$ cat src/rtl/serial_rx_pkg.sv
package serial_rx_pkg;

  typedef enum logic [2:0] {
    ST_IDLE,
    ST_START,
    ST_DATA,
    ST_PAR,
    ST_STOP
  } rx_state_t;

  localparam int WORD_W = 9;

  // Width code to number of data bits: 0..3 -> 5..8, anything above -> 9.
  function automatic logic [3:0] width_of(input logic [2:0] sel);
    logic [3:0] w;
    case (sel)
      3'd0:    w = 4'd5;
      3'd1:    w = 4'd6;
      3'd2:    w = 4'd7;
      3'd3:    w = 4'd8;
      default: w = 4'd9;
    endcase
    return w;
  endfunction

endpackage

$ cat src/rtl/serial_rx_line_sync.sv
module serial_rx_line_sync #(
  parameter int STAGES = 2
) (
  input  logic clk,
  input  logic rst,
  input  logic rxd_i,
  input  logic xclk_i,
  output logic line_o,
  output logic xrise_o
);

  logic [STAGES-1:0] rx_ff;
  logic [STAGES-1:0] xc_ff;
  logic              xc_prev;

  // Idle line is high; transfer clock resets low.
  always_ff @(posedge clk) begin
    if (rst) begin
      rx_ff   <= '1;
      xc_ff   <= '0;
      xc_prev <= 1'b0;
    end else begin
      rx_ff[0] <= rxd_i;
      xc_ff[0] <= xclk_i;
      for (int i = 1; i < STAGES; i++) begin
        rx_ff[i] <= rx_ff[i-1];
        xc_ff[i] <= xc_ff[i-1];
      end
      xc_prev <= xc_ff[STAGES-1];
    end
  end

  assign line_o  = rx_ff[STAGES-1];
  assign xrise_o = xc_ff[STAGES-1] & ~xc_prev;

endmodule

$ cat src/rtl/serial_rx_frame_ctrl.sv
module serial_rx_frame_ctrl
  import serial_rx_pkg::*;
#(
  parameter int OVS = 16
) (
  input  logic       clk,
  input  logic       rst,
  input  logic       rx_en,
  input  logic       sync_mode,
  input  logic       os_tick,
  input  logic       line_i,
  input  logic       xrise_i,
  input  logic [2:0] bits_sel,
  input  logic       par_chk,
  input  logic       par_odd,
  output logic       clear_o,
  output logic       shift_o,
  output logic       parbit_o,
  output logic       stop_o,
  output logic       start_det_o,
  output logic [3:0] nbits_o,
  output logic       chk_o,
  output logic       odd_o
);

  localparam int             CW       = (OVS > 2) ? $clog2(OVS) : 1;
  localparam logic [CW-1:0]  CNT_LAST = CW'(OVS - 1);
  localparam logic [CW-1:0]  CNT_MID  = CW'(OVS / 2 - 1);

  rx_state_t     st;
  logic [CW-1:0] cnt;
  logic [3:0]    idx;
  logic          bit_ev;
  logic          confirm;

  always_comb begin
    bit_ev  = sync_mode ? xrise_i : (os_tick && (cnt == CNT_LAST));
    confirm = rx_en && !line_i &&
              (((st == ST_IDLE) && sync_mode && xrise_i) ||
               ((st == ST_START) && os_tick && (cnt == CNT_MID)));
    clear_o  = confirm;
    shift_o  = rx_en && (st == ST_DATA) && bit_ev;
    parbit_o = rx_en && (st == ST_PAR)  && bit_ev;
    stop_o   = rx_en && (st == ST_STOP) && bit_ev;
  end

  always_ff @(posedge clk) begin
    if (rst) begin
      st          <= ST_IDLE;
      cnt         <= '0;
      idx         <= '0;
      start_det_o <= 1'b0;
      nbits_o     <= 4'd8;
      chk_o       <= 1'b0;
      odd_o       <= 1'b0;
    end else if (!rx_en) begin
      st          <= ST_IDLE;
      cnt         <= '0;
      idx         <= '0;
      start_det_o <= 1'b0;
    end else begin
      start_det_o <= confirm;
      if (confirm) begin
        st      <= ST_DATA;
        cnt     <= '0;
        idx     <= '0;
        nbits_o <= width_of(bits_sel);
        chk_o   <= par_chk;
        odd_o   <= par_odd;
      end else begin
        unique case (st)
          ST_IDLE: begin
            if (!sync_mode && os_tick && !line_i) begin
              st  <= ST_START;
              cnt <= '0;
            end
          end
          ST_START: begin
            if (os_tick) begin
              if (cnt == CNT_MID) st <= ST_IDLE;  // glitch: line high at midpoint
              else                cnt <= cnt + 1'b1;
            end
          end
          default: begin
            if (!sync_mode && os_tick)
              cnt <= (cnt == CNT_LAST) ? '0 : cnt + 1'b1;
            if (bit_ev) begin
              unique case (st)
                ST_DATA: begin
                  idx <= idx + 1'b1;
                  if (idx == nbits_o - 4'd1)
                    st <= chk_o ? ST_PAR : ST_STOP;
                end
                ST_PAR:  st <= ST_STOP;
                ST_STOP: st <= ST_IDLE;
                default: st <= ST_IDLE;
              endcase
            end
          end
        endcase
      end
    end
  end

endmodule

$ cat src/rtl/serial_rx_shifter.sv
module serial_rx_shifter
  import serial_rx_pkg::*;
(
  input  logic       clk,
  input  logic       rst,
  input  logic       clear_i,
  input  logic       shift_i,
  input  logic       parbit_i,
  input  logic       stop_i,
  input  logic       line_i,
  input  logic [3:0] nbits_i,
  input  logic       chk_i,
  input  logic       odd_i,
  output logic [7:0] data_o,
  output logic       bit8_o,
  output logic       ferr_o,
  output logic       perr_o,
  output logic       done_o
);

  logic [WORD_W-1:0] sreg;
  logic              acc;
  logic              perr_q;
  logic [WORD_W-1:0] word;

  // Bits enter at the top; after n shifts the first bit sits at 9-n.
  always_comb word = sreg >> (4'(WORD_W) - nbits_i);

  always_ff @(posedge clk) begin
    if (rst) begin
      sreg   <= '0;
      acc    <= 1'b0;
      perr_q <= 1'b0;
      data_o <= '0;
      bit8_o <= 1'b0;
      ferr_o <= 1'b0;
      perr_o <= 1'b0;
      done_o <= 1'b0;
    end else begin
      done_o <= stop_i;
      if (clear_i) begin
        sreg   <= '0;
        acc    <= 1'b0;
        perr_q <= 1'b0;
      end
      if (shift_i) begin
        sreg <= {line_i, sreg[WORD_W-1:1]};
        acc  <= acc ^ line_i;
      end
      if (parbit_i)
        perr_q <= chk_i && (line_i != (acc ^ odd_i));
      if (stop_i) begin
        data_o <= word[7:0];
        bit8_o <= word[8];
        ferr_o <= ~line_i;
        perr_o <= perr_q;
      end
    end
  end

endmodule

$ cat src/rtl/serial_rx_engine.sv
module serial_rx_engine #(
  parameter int OVS         = 16,
  parameter int SYNC_STAGES = 2
) (
  input  logic       clk,
  input  logic       rst,
  input  logic       rx_en,
  input  logic       sync_mode,
  input  logic [2:0] bits_sel,
  input  logic       par_chk,
  input  logic       par_odd,
  input  logic       os_tick,
  input  logic       rxd,
  input  logic       xclk,
  output logic [7:0] rx_data,
  output logic       rx_bit8,
  output logic       frame_err,
  output logic       parity_err,
  output logic       frame_done,
  output logic       start_det
);

  logic       line_s;
  logic       xrise_s;
  logic       clear_s;
  logic       shift_s;
  logic       parbit_s;
  logic       stop_s;
  logic [3:0] nbits_lat;
  logic       chk_lat;
  logic       odd_lat;

  serial_rx_line_sync #(.STAGES(SYNC_STAGES)) u_sync (
    .clk     (clk),
    .rst     (rst),
    .rxd_i   (rxd),
    .xclk_i  (xclk),
    .line_o  (line_s),
    .xrise_o (xrise_s)
  );

  serial_rx_frame_ctrl #(.OVS(OVS)) u_ctrl (
    .clk         (clk),
    .rst         (rst),
    .rx_en       (rx_en),
    .sync_mode   (sync_mode),
    .os_tick     (os_tick),
    .line_i      (line_s),
    .xrise_i     (xrise_s),
    .bits_sel    (bits_sel),
    .par_chk     (par_chk),
    .par_odd     (par_odd),
    .clear_o     (clear_s),
    .shift_o     (shift_s),
    .parbit_o    (parbit_s),
    .stop_o      (stop_s),
    .start_det_o (start_det),
    .nbits_o     (nbits_lat),
    .chk_o       (chk_lat),
    .odd_o       (odd_lat)
  );

  serial_rx_shifter u_shift (
    .clk      (clk),
    .rst      (rst),
    .clear_i  (clear_s),
    .shift_i  (shift_s),
    .parbit_i (parbit_s),
    .stop_i   (stop_s),
    .line_i   (line_s),
    .nbits_i  (nbits_lat),
    .chk_i    (chk_lat),
    .odd_i    (odd_lat),
    .data_o   (rx_data),
    .bit8_o   (rx_bit8),
    .ferr_o   (frame_err),
    .perr_o   (parity_err),
    .done_o   (frame_done)
  );

endmodule

$ cat config.mk
export PLATFORM = sky130hd
export DESIGN_NAME = serial_rx_engine
export DESIGN_NICKNAME = d
export VERILOG_FILES = /design/src/rtl/serial_rx_pkg.sv /design/src/rtl/serial_rx_line_sync.sv /design/src/rtl/serial_rx_frame_ctrl.sv /design/src/rtl/serial_rx_shifter.sv /design/src/rtl/serial_rx_engine.sv
export SDC_FILE = /design/constraint.sdc
export NUM_CORES = 1
export LEC_CHECK = 0
export BUFFER_PORTS_ARGS = -buffer_cell sky130_fd_sc_hd__clkbuf_2
export CORE_MARGIN = 2
export CORE_UTILIZATION = 30
export CTS_BUF_LIST = sky130_fd_sc_hd__clkbuf_16
export CTS_CLUSTER_DIAMETER = 60
export DETAILED_ROUTE_END_ITERATION = 16
export PLACE_DENSITY = 0.45
export SLEW_MARGIN = 40
export SYNTH_ARGS = -nofsm -noshare
export SYNTH_HDL_FRONTEND = slang
export SYNTH_HIERARCHICAL = 1
export SYNTH_SLANG_ARGS = --single-unit
$ cat constraint.sdc
create_clock -name clk -period 6 [get_ports clk]
set_clock_uncertainty 0.1 [all_clocks]
set_input_delay 0.3 -clock clk [delete_from_list [all_inputs] [get_ports clk]]
set_output_delay 0.3 -clock clk [all_outputs]
set_load 0.02 [all_outputs]
# ---- Word level (Yosys, flattened, before mapping)
# Cells that the tools add are included.
# Widths: inputs -> output; s select.
dict set report word_totals {
  regBits 46
  latch_bits 0
  mem_bits_rw 0
  mem_bits_ro 0
  output_inout_bits 13
  mem_count 0
}
dict set report classes {
  addsub 4
  multipliers 0
  div_mod_pow 0
  magnitude_cmp 0
  eq_ne 20
  n_shift 1
  muxes 22
  n_bitwise 7
  n_reduce_logical 34
}
# op n
set op_table {}
lappend op_table {{$mux 4} 5}
lappend op_table {{$mux 3} 6}
lappend op_table {{$mux 9} 2}
lappend op_table {{$logic_and 1x1->1} 16}
lappend op_table {{$pmux 4 s4} 1}
lappend op_table {{$eq 3x2->1 const B} 4}
lappend op_table {{$pmux 3 s2} 2}
lappend op_table {{$reduce_and 5->1} 2}
lappend op_table {{$ne 3x3->1 const B} 3}
lappend op_table {{$shr 9x4->9} 1}
lappend op_table {{$add 4x1->4 const B} 2}
lappend op_table {{$ne 2x2->1 const B} 4}
lappend op_table {{$pmux 4 s2} 1}
lappend op_table {{$eq 3x1->1 const B} 2}
lappend op_table {{$logic_not 3->1} 2}
lappend op_table {{$reduce_bool 3->1} 2}
lappend op_table {{$ne 5x3->1 const B} 1}
lappend op_table {{$eq 4x3->1 const B} 1}
lappend op_table {{$eq 4x4->1} 1}
lappend op_table {{$eq 4x4->1 const B} 1}
lappend op_table {{$mux 1} 4}
lappend op_table {{$ne 4x2->1 const B} 1}
lappend op_table {{$not 1->1} 4}
lappend op_table {{$reduce_and 4->1} 1}
lappend op_table {{15 further kinds} 19}

# ---- Longest topological paths before layout
dict set report logic_depth {
  depth_word 7
  ltp_mapped 9
  depth_no_buf 8
}

# ---- Modules after synthesis
# Netlist, hierarchy kept.
# mod n_inst cells_per_inst area_each_um2
set modules_own_cells {}
lappend modules_own_cells {serial_rx_shifter 1 124 1159.9}
lappend modules_own_cells {serial_rx_frame_ctrl 1 123 1063.5}
lappend modules_own_cells {serial_rx_line_sync 1 11 145.1}

# ---- Least setup slack after synthesis
# No wires, ideal clock.
dict set report synth_timing {
  path_kind {register to register}
  startpoint {register u_ctrl.cnt[0]}
  endpoint {register u_shift.sreg[7]}
  setup_ns 0.128
  t_arrival_ns 1.936
  required_time_ns 5.772
  path_slack_ns 3.836
  path_stages_with_launch 10
  path_buffers 2
  synth_period_minus_slack_ns 2.164
  path_cell_list {dfxtp_1 -> ha_1 -> nand3_1 -> o21bai_1 -> and3_1 -> clkbuf_1 -> buf_2 -> nor3b_1 -> a21oi_1 -> nor2_1}
}
dict set report synth_between {
  elab_chain_len 5
  elab_cells_between_ends 10
  classes_between {eq/ne (2); mux (2); reduce/logical (6)}
}
# item line
set synth_lines {}
lappend synth_lines {{start, declared} serial_rx_frame_ctrl.sv:31} ;# logic [CW-1:0] cnt;
lappend synth_lines {{start signal, assigned} serial_rx_frame_ctrl.sv:81} ;# else cnt <= cnt + 1'b1;
lappend synth_lines {{start signal, assigned} serial_rx_frame_ctrl.sv:86} ;# cnt <= (cnt == CNT_LAST) ? '0 : cnt + 1'b1;
lappend synth_lines {{$eq 4x4->1 (*)} serial_rx_frame_ctrl.sv:37} ;# bit_ev = sync_mode ? xrise_i : (os_tick && (cnt == CNT_LAST));
lappend synth_lines {{$logic_and 1x1->1 (*)} serial_rx_frame_ctrl.sv:37}
lappend synth_lines {{$mux 1 (*)} serial_rx_frame_ctrl.sv:37}
lappend synth_lines {{$logic_and 1x1->1 (*)} serial_rx_frame_ctrl.sv:42} ;# shift_o = rx_en && (st == ST_DATA) && bit_ev;
lappend synth_lines {{net shift_s} serial_rx_engine.sv:26} ;# logic shift_s;
lappend synth_lines {{$mux 9 or $reduce_bool 2->1 (tied branches)} -}
lappend synth_lines {{end signal, assigned} serial_rx_shifter.sv:47} ;# sreg <= {line_i, sreg[WORD_W-1:1]};
lappend synth_lines {{end, declared} serial_rx_shifter.sv:21} ;# logic [WORD_W-1:0] sreg;
# The timed path passes the listed nets; every way through them passes the cells marked *.
# A chain may end at the register's enable or synchronous reset.

# ---- Worst setup path in the final report
dict set report layout_timing {
  startpoint {register u_ctrl.cnt[0]}
  endpoint {register u_shift.data_o[4]}
}
dict set report layout_between {
  elab_chain_len 4
}
# item line
set layout_lines {}
lappend layout_lines {{$eq 4x4->1} serial_rx_frame_ctrl.sv:37}
lappend layout_lines {{$logic_and 1x1->1} serial_rx_frame_ctrl.sv:37}
lappend layout_lines {{$mux 1} serial_rx_frame_ctrl.sv:37}
lappend layout_lines {{$logic_and 1x1->1} serial_rx_frame_ctrl.sv:44} ;# stop_o = rx_en && (st == ST_STOP) && bit_ev;
lappend layout_lines {{net stop_s} serial_rx_engine.sv:28} ;# logic stop_s;
lappend layout_lines {{end signal, assigned} serial_rx_shifter.sv:53} ;# data_o <= word[7:0];
lappend layout_lines {{end, declared} serial_rx_shifter.sv:14} ;# output logic [7:0] data_o,
# The timed path passes the listed nets, and every way through them passes these cells.

==> impl_metrics.yaml <==
min_path:
  worst_hold_path_type: "in2reg"
power_and_ir_drop:
  vdd_drop_max_mv: 0.08778
  fin_total_pwr_uw: 591.5
  leakage_power_uw: 0.0009922
  power.density_cell_area_nw_per_um2: 219.5
drt:
  routed-wl-met3_microns: 152
  dr_total_vias: 1875
  antenna_left: 0
  first_pass_iters: 4
  topRoutingLayerUsed: "met4"
  detailed_route_wire_length_per_cell_microns: 13.55
  routed-wl-met2_microns: 2344
  avgViaCountPerCell: 4.921
  detail_route.iter0.violations: 69
  remaining_drc_errors: 0
  route.layer.met1.wl_microns: 2603
  drt_wl_total_microns: 5162
run:
  max_cap_violations: 0
final_layout:
  layout.cells.most_common_list: "sky130_fd_sc_hd__dfxtp_1, sky130_fd_sc_hd__nor2_1, sky130_fd_sc_hd__clkbuf_2"
  layout.cells.most_common: "sky130_fd_sc_hd__dfxtp_1"
  nNetsFinal: 294
  multiInputGateArea_sq_um: 1348
  area_of_all_sequential_standard_cells_sq_um: 920.9
  final.fill_count: 826
  drive_above_1_share_pct: 18.64
  synth_to_final_area_change_pct: 13.79
  num_antenna_cells: 0
die:
  ios: 25
  rows: 32
  core_region_area_sq_um: 7687
  initial_standard_cell_utilization_of_the_core_pct: 30.81
  die-area_sq_um: 8622
  dieWidth_microns: 92.86
  floorplan.die.height_microns: 92.86
clock_network:
  postCtsSetupRepairBufs: 0
  cts-resized-gates: 0
  holdBufCountCts: 0
  numClockSinks: 46
  ctsHtreeMaxLevel: 2
  clock_latency_ns: 0.28
  cts_buffer_depth: 2
  cts_made_buffers: 5
  worst_setup_hold_path_clk_slew_ns: 0.06
  cts_tree: "built"
  cts.root.buffer_cell: "sky130_fd_sc_hd__clkbuf_16"
setup_path:
  crit_required_ns: 6.11
  critical_path_capture_point_type: "flip-flop"
  path_cells: "ha_1, nand3_1, o21bai_1, nand2_1, nor4b_4, nor2b_1, nand2_1, o21ai_0"
  max_stage_delay_cell_worst_path: "sky130_fd_sc_hd__nor4b_4"
  critical_path.most_common_cell: "sky130_fd_sc_hd__nand2_1"
  worst_path_dominant_cell_family: "simple AND/OR/NAND/NOR gates"
  worst_setup_path_type: "reg2reg"
  cpPeakStageDelay_ns: 0.60
  critPathBufInv: 0
  cp-start-kind: "flip-flop"
  timing.critical_path.arrival_ns: 2.84
  timing.critical_path.fanout_max: 12
sta:
  tns_ns: 0
  grt_setup_unrepaired: "no"
  timing.final.crit_share_pct: 45.54
  final_max_slew_viol_count: 0
  slew_headroom_pct: 51.72
  layout_min_cycle_time_ns: 2.732
  timing.final.setup_violations: 0
  timing_worst_slew_pin_value_ns: 0.7148
  max_clock_freq_mhz: 366.0
  final_hold_violation_count: 0
global_route:
  antenna_found_initial: 0
  grt_first_pass_wirelength_microns: 8763
  grt_usage_pct: 12.80
  first_global_vias: 1837
  globalRoute.totalOverflow: 0
  grt_start_max_net_pins: 34
synth:
  syn-cell-area_sq_um: 2369
  synth-warning-count: 6
  avgSynthCellArea_sq_um: 9.180
  ys.flop_type: "sky130_fd_sc_hd__dfxtp_1"
  netlist_instances: 258
  number_of_synthesized_flops_with_an_enable_pin: 0
  synth_async_sr_flop_share_pct: 0
  postSynthRegisterBits: 46
  synth_fp_nets: 274
  count_of_unique_library_cells_instantiated_by_yosys: 56
  synth.yosys.seq_area_share_pct: 38.88
placed_design:
  gp_congestion: 0.7540
  hpwl_dp_microns: 3572
  placement.io_buffers: 24
status:
  outcome: "complete, no violations"
state kept, by name (all words and copies together) (netlist names), 2 cells and up:
register        cells
u_ctrl/cnt          4
u_ctrl/idx          4
u_ctrl/nbits_o      4
u_ctrl/st           3
u_shift/data_o      8
u_shift/sreg        9
u_sync/rx_ff        2
u_sync/xc_ff        2
power by group:
group	internal (uW)	leakage (uW)	switching, uW	total (uW)
clock	151	0.0000724	113	263
combinational	7.70	0.000548	11.8	19.5
sequential	307	0.000371	1.61	309
synthesized netlist by cell type, drive strengths merged (2+ instances only):
master,n,area (sq um)
nor3,5,30.03
or3,2,12.51
ha,4,50.05
a41oi,2,17.52
nor2,36,137.6
inv,9,33.78
and3b,3,27.53
and3,2,12.51
a211oi,2,15.01
buf,8,66.31
nor3b,11,98.84
and2b,3,26.28
nor2b,7,43.79
nand2b,2,12.51
o211a,2,20.02
xor2,3,26.28
mux2i,13,130.1
xnor2,10,87.58
a31oi,2,12.51
clkbuf,4,15.01
nand2,21,78.83
or2,4,25.02
o21ai,8,43.79
a32o,2,20.02
dfxtp,46,920.9
o31a,2,18.77
nand3,5,25.02
mux4,5,120.1
a21oi,21,105.1
worst paths after layout:
check	cells past startpoint	startpoint	slack, ns	end
setup / recovery	8	u_ctrl/cnt[0]$_SDFFE_PP0P_	3.27	u_shift/data_o[4]$_SDFFE_PP0P_
hold / removal	2	rxd	0.09	u_sync/rx_ff[0]$_SDFF_PP1_
setup reg to reg	8	u_ctrl/cnt[0]$_SDFFE_PP0P_	3.27	u_shift/data_o[4]$_SDFFE_PP0P_
hold reg to reg	1	u_sync/rx_ff[0]$_SDFF_PP1_	0.31	u_sync/rx_ff[1]$_SDFF_PP1_
per-stage QoR:
stage               cells  hold WS, ns  util [%]  worst slack (ns)  instance area (sq um)
floorplan             258       0.2831         -             3.836                   2369
global placement      373       0.2937     33.15             3.134                   2549
global route          381      0.09567     35.06             2.977                   2695
finish                381      0.09323     35.06             3.268                   2695
CTS                   381      0.08679     35.06             3.272                   2695
detailed placement    373       0.2922     33.27             3.262                   2557
per-layer routing:
layer / vias to the layer above / global-route usage (%)
li1: 943 / -
met1: 901 / 16.44
met2: 27 / 21.14
met3: 4 / 2.604
met4: 0 / 4.779
met5: - / 0
worst register-to-register path, cell delays in order (launching register included):
cell and delay [ns]:
sky130_fd_sc_hd__dfxtp_1 0.38, sky130_fd_sc_hd__ha_1 0.22, sky130_fd_sc_hd__nand3_1 0.11, sky130_fd_sc_hd__o21bai_1 0.50
sky130_fd_sc_hd__nand2_1 0.21, sky130_fd_sc_hd__nor4b_4 0.60, sky130_fd_sc_hd__nor2b_1 0.24, sky130_fd_sc_hd__nand2_1 0.12
sky130_fd_sc_hd__o21ai_0 0.18
cell type report:
class,instances,share of cell area (%)
clock buffer,5,4.643
clock inverter,3,0.4643
inverter,9,1.253
multi-input combinational,191,50.00
sequential,46,34.17
tap,102,4.735
timing repair buffer,25,4.735
cells by family after synthesis:
kind of cell,count (synthesis),share of synthesized area (%)
simple gates,105,23.77
buf+inv,21,4.860
xor+xnor,13,4.807
mux,19,11.04
fa+ha+maj,4,2.113
flops,46,38.88
compound gates,50,14.53
No activity file was read; power rests on OpenSTA's default activity.
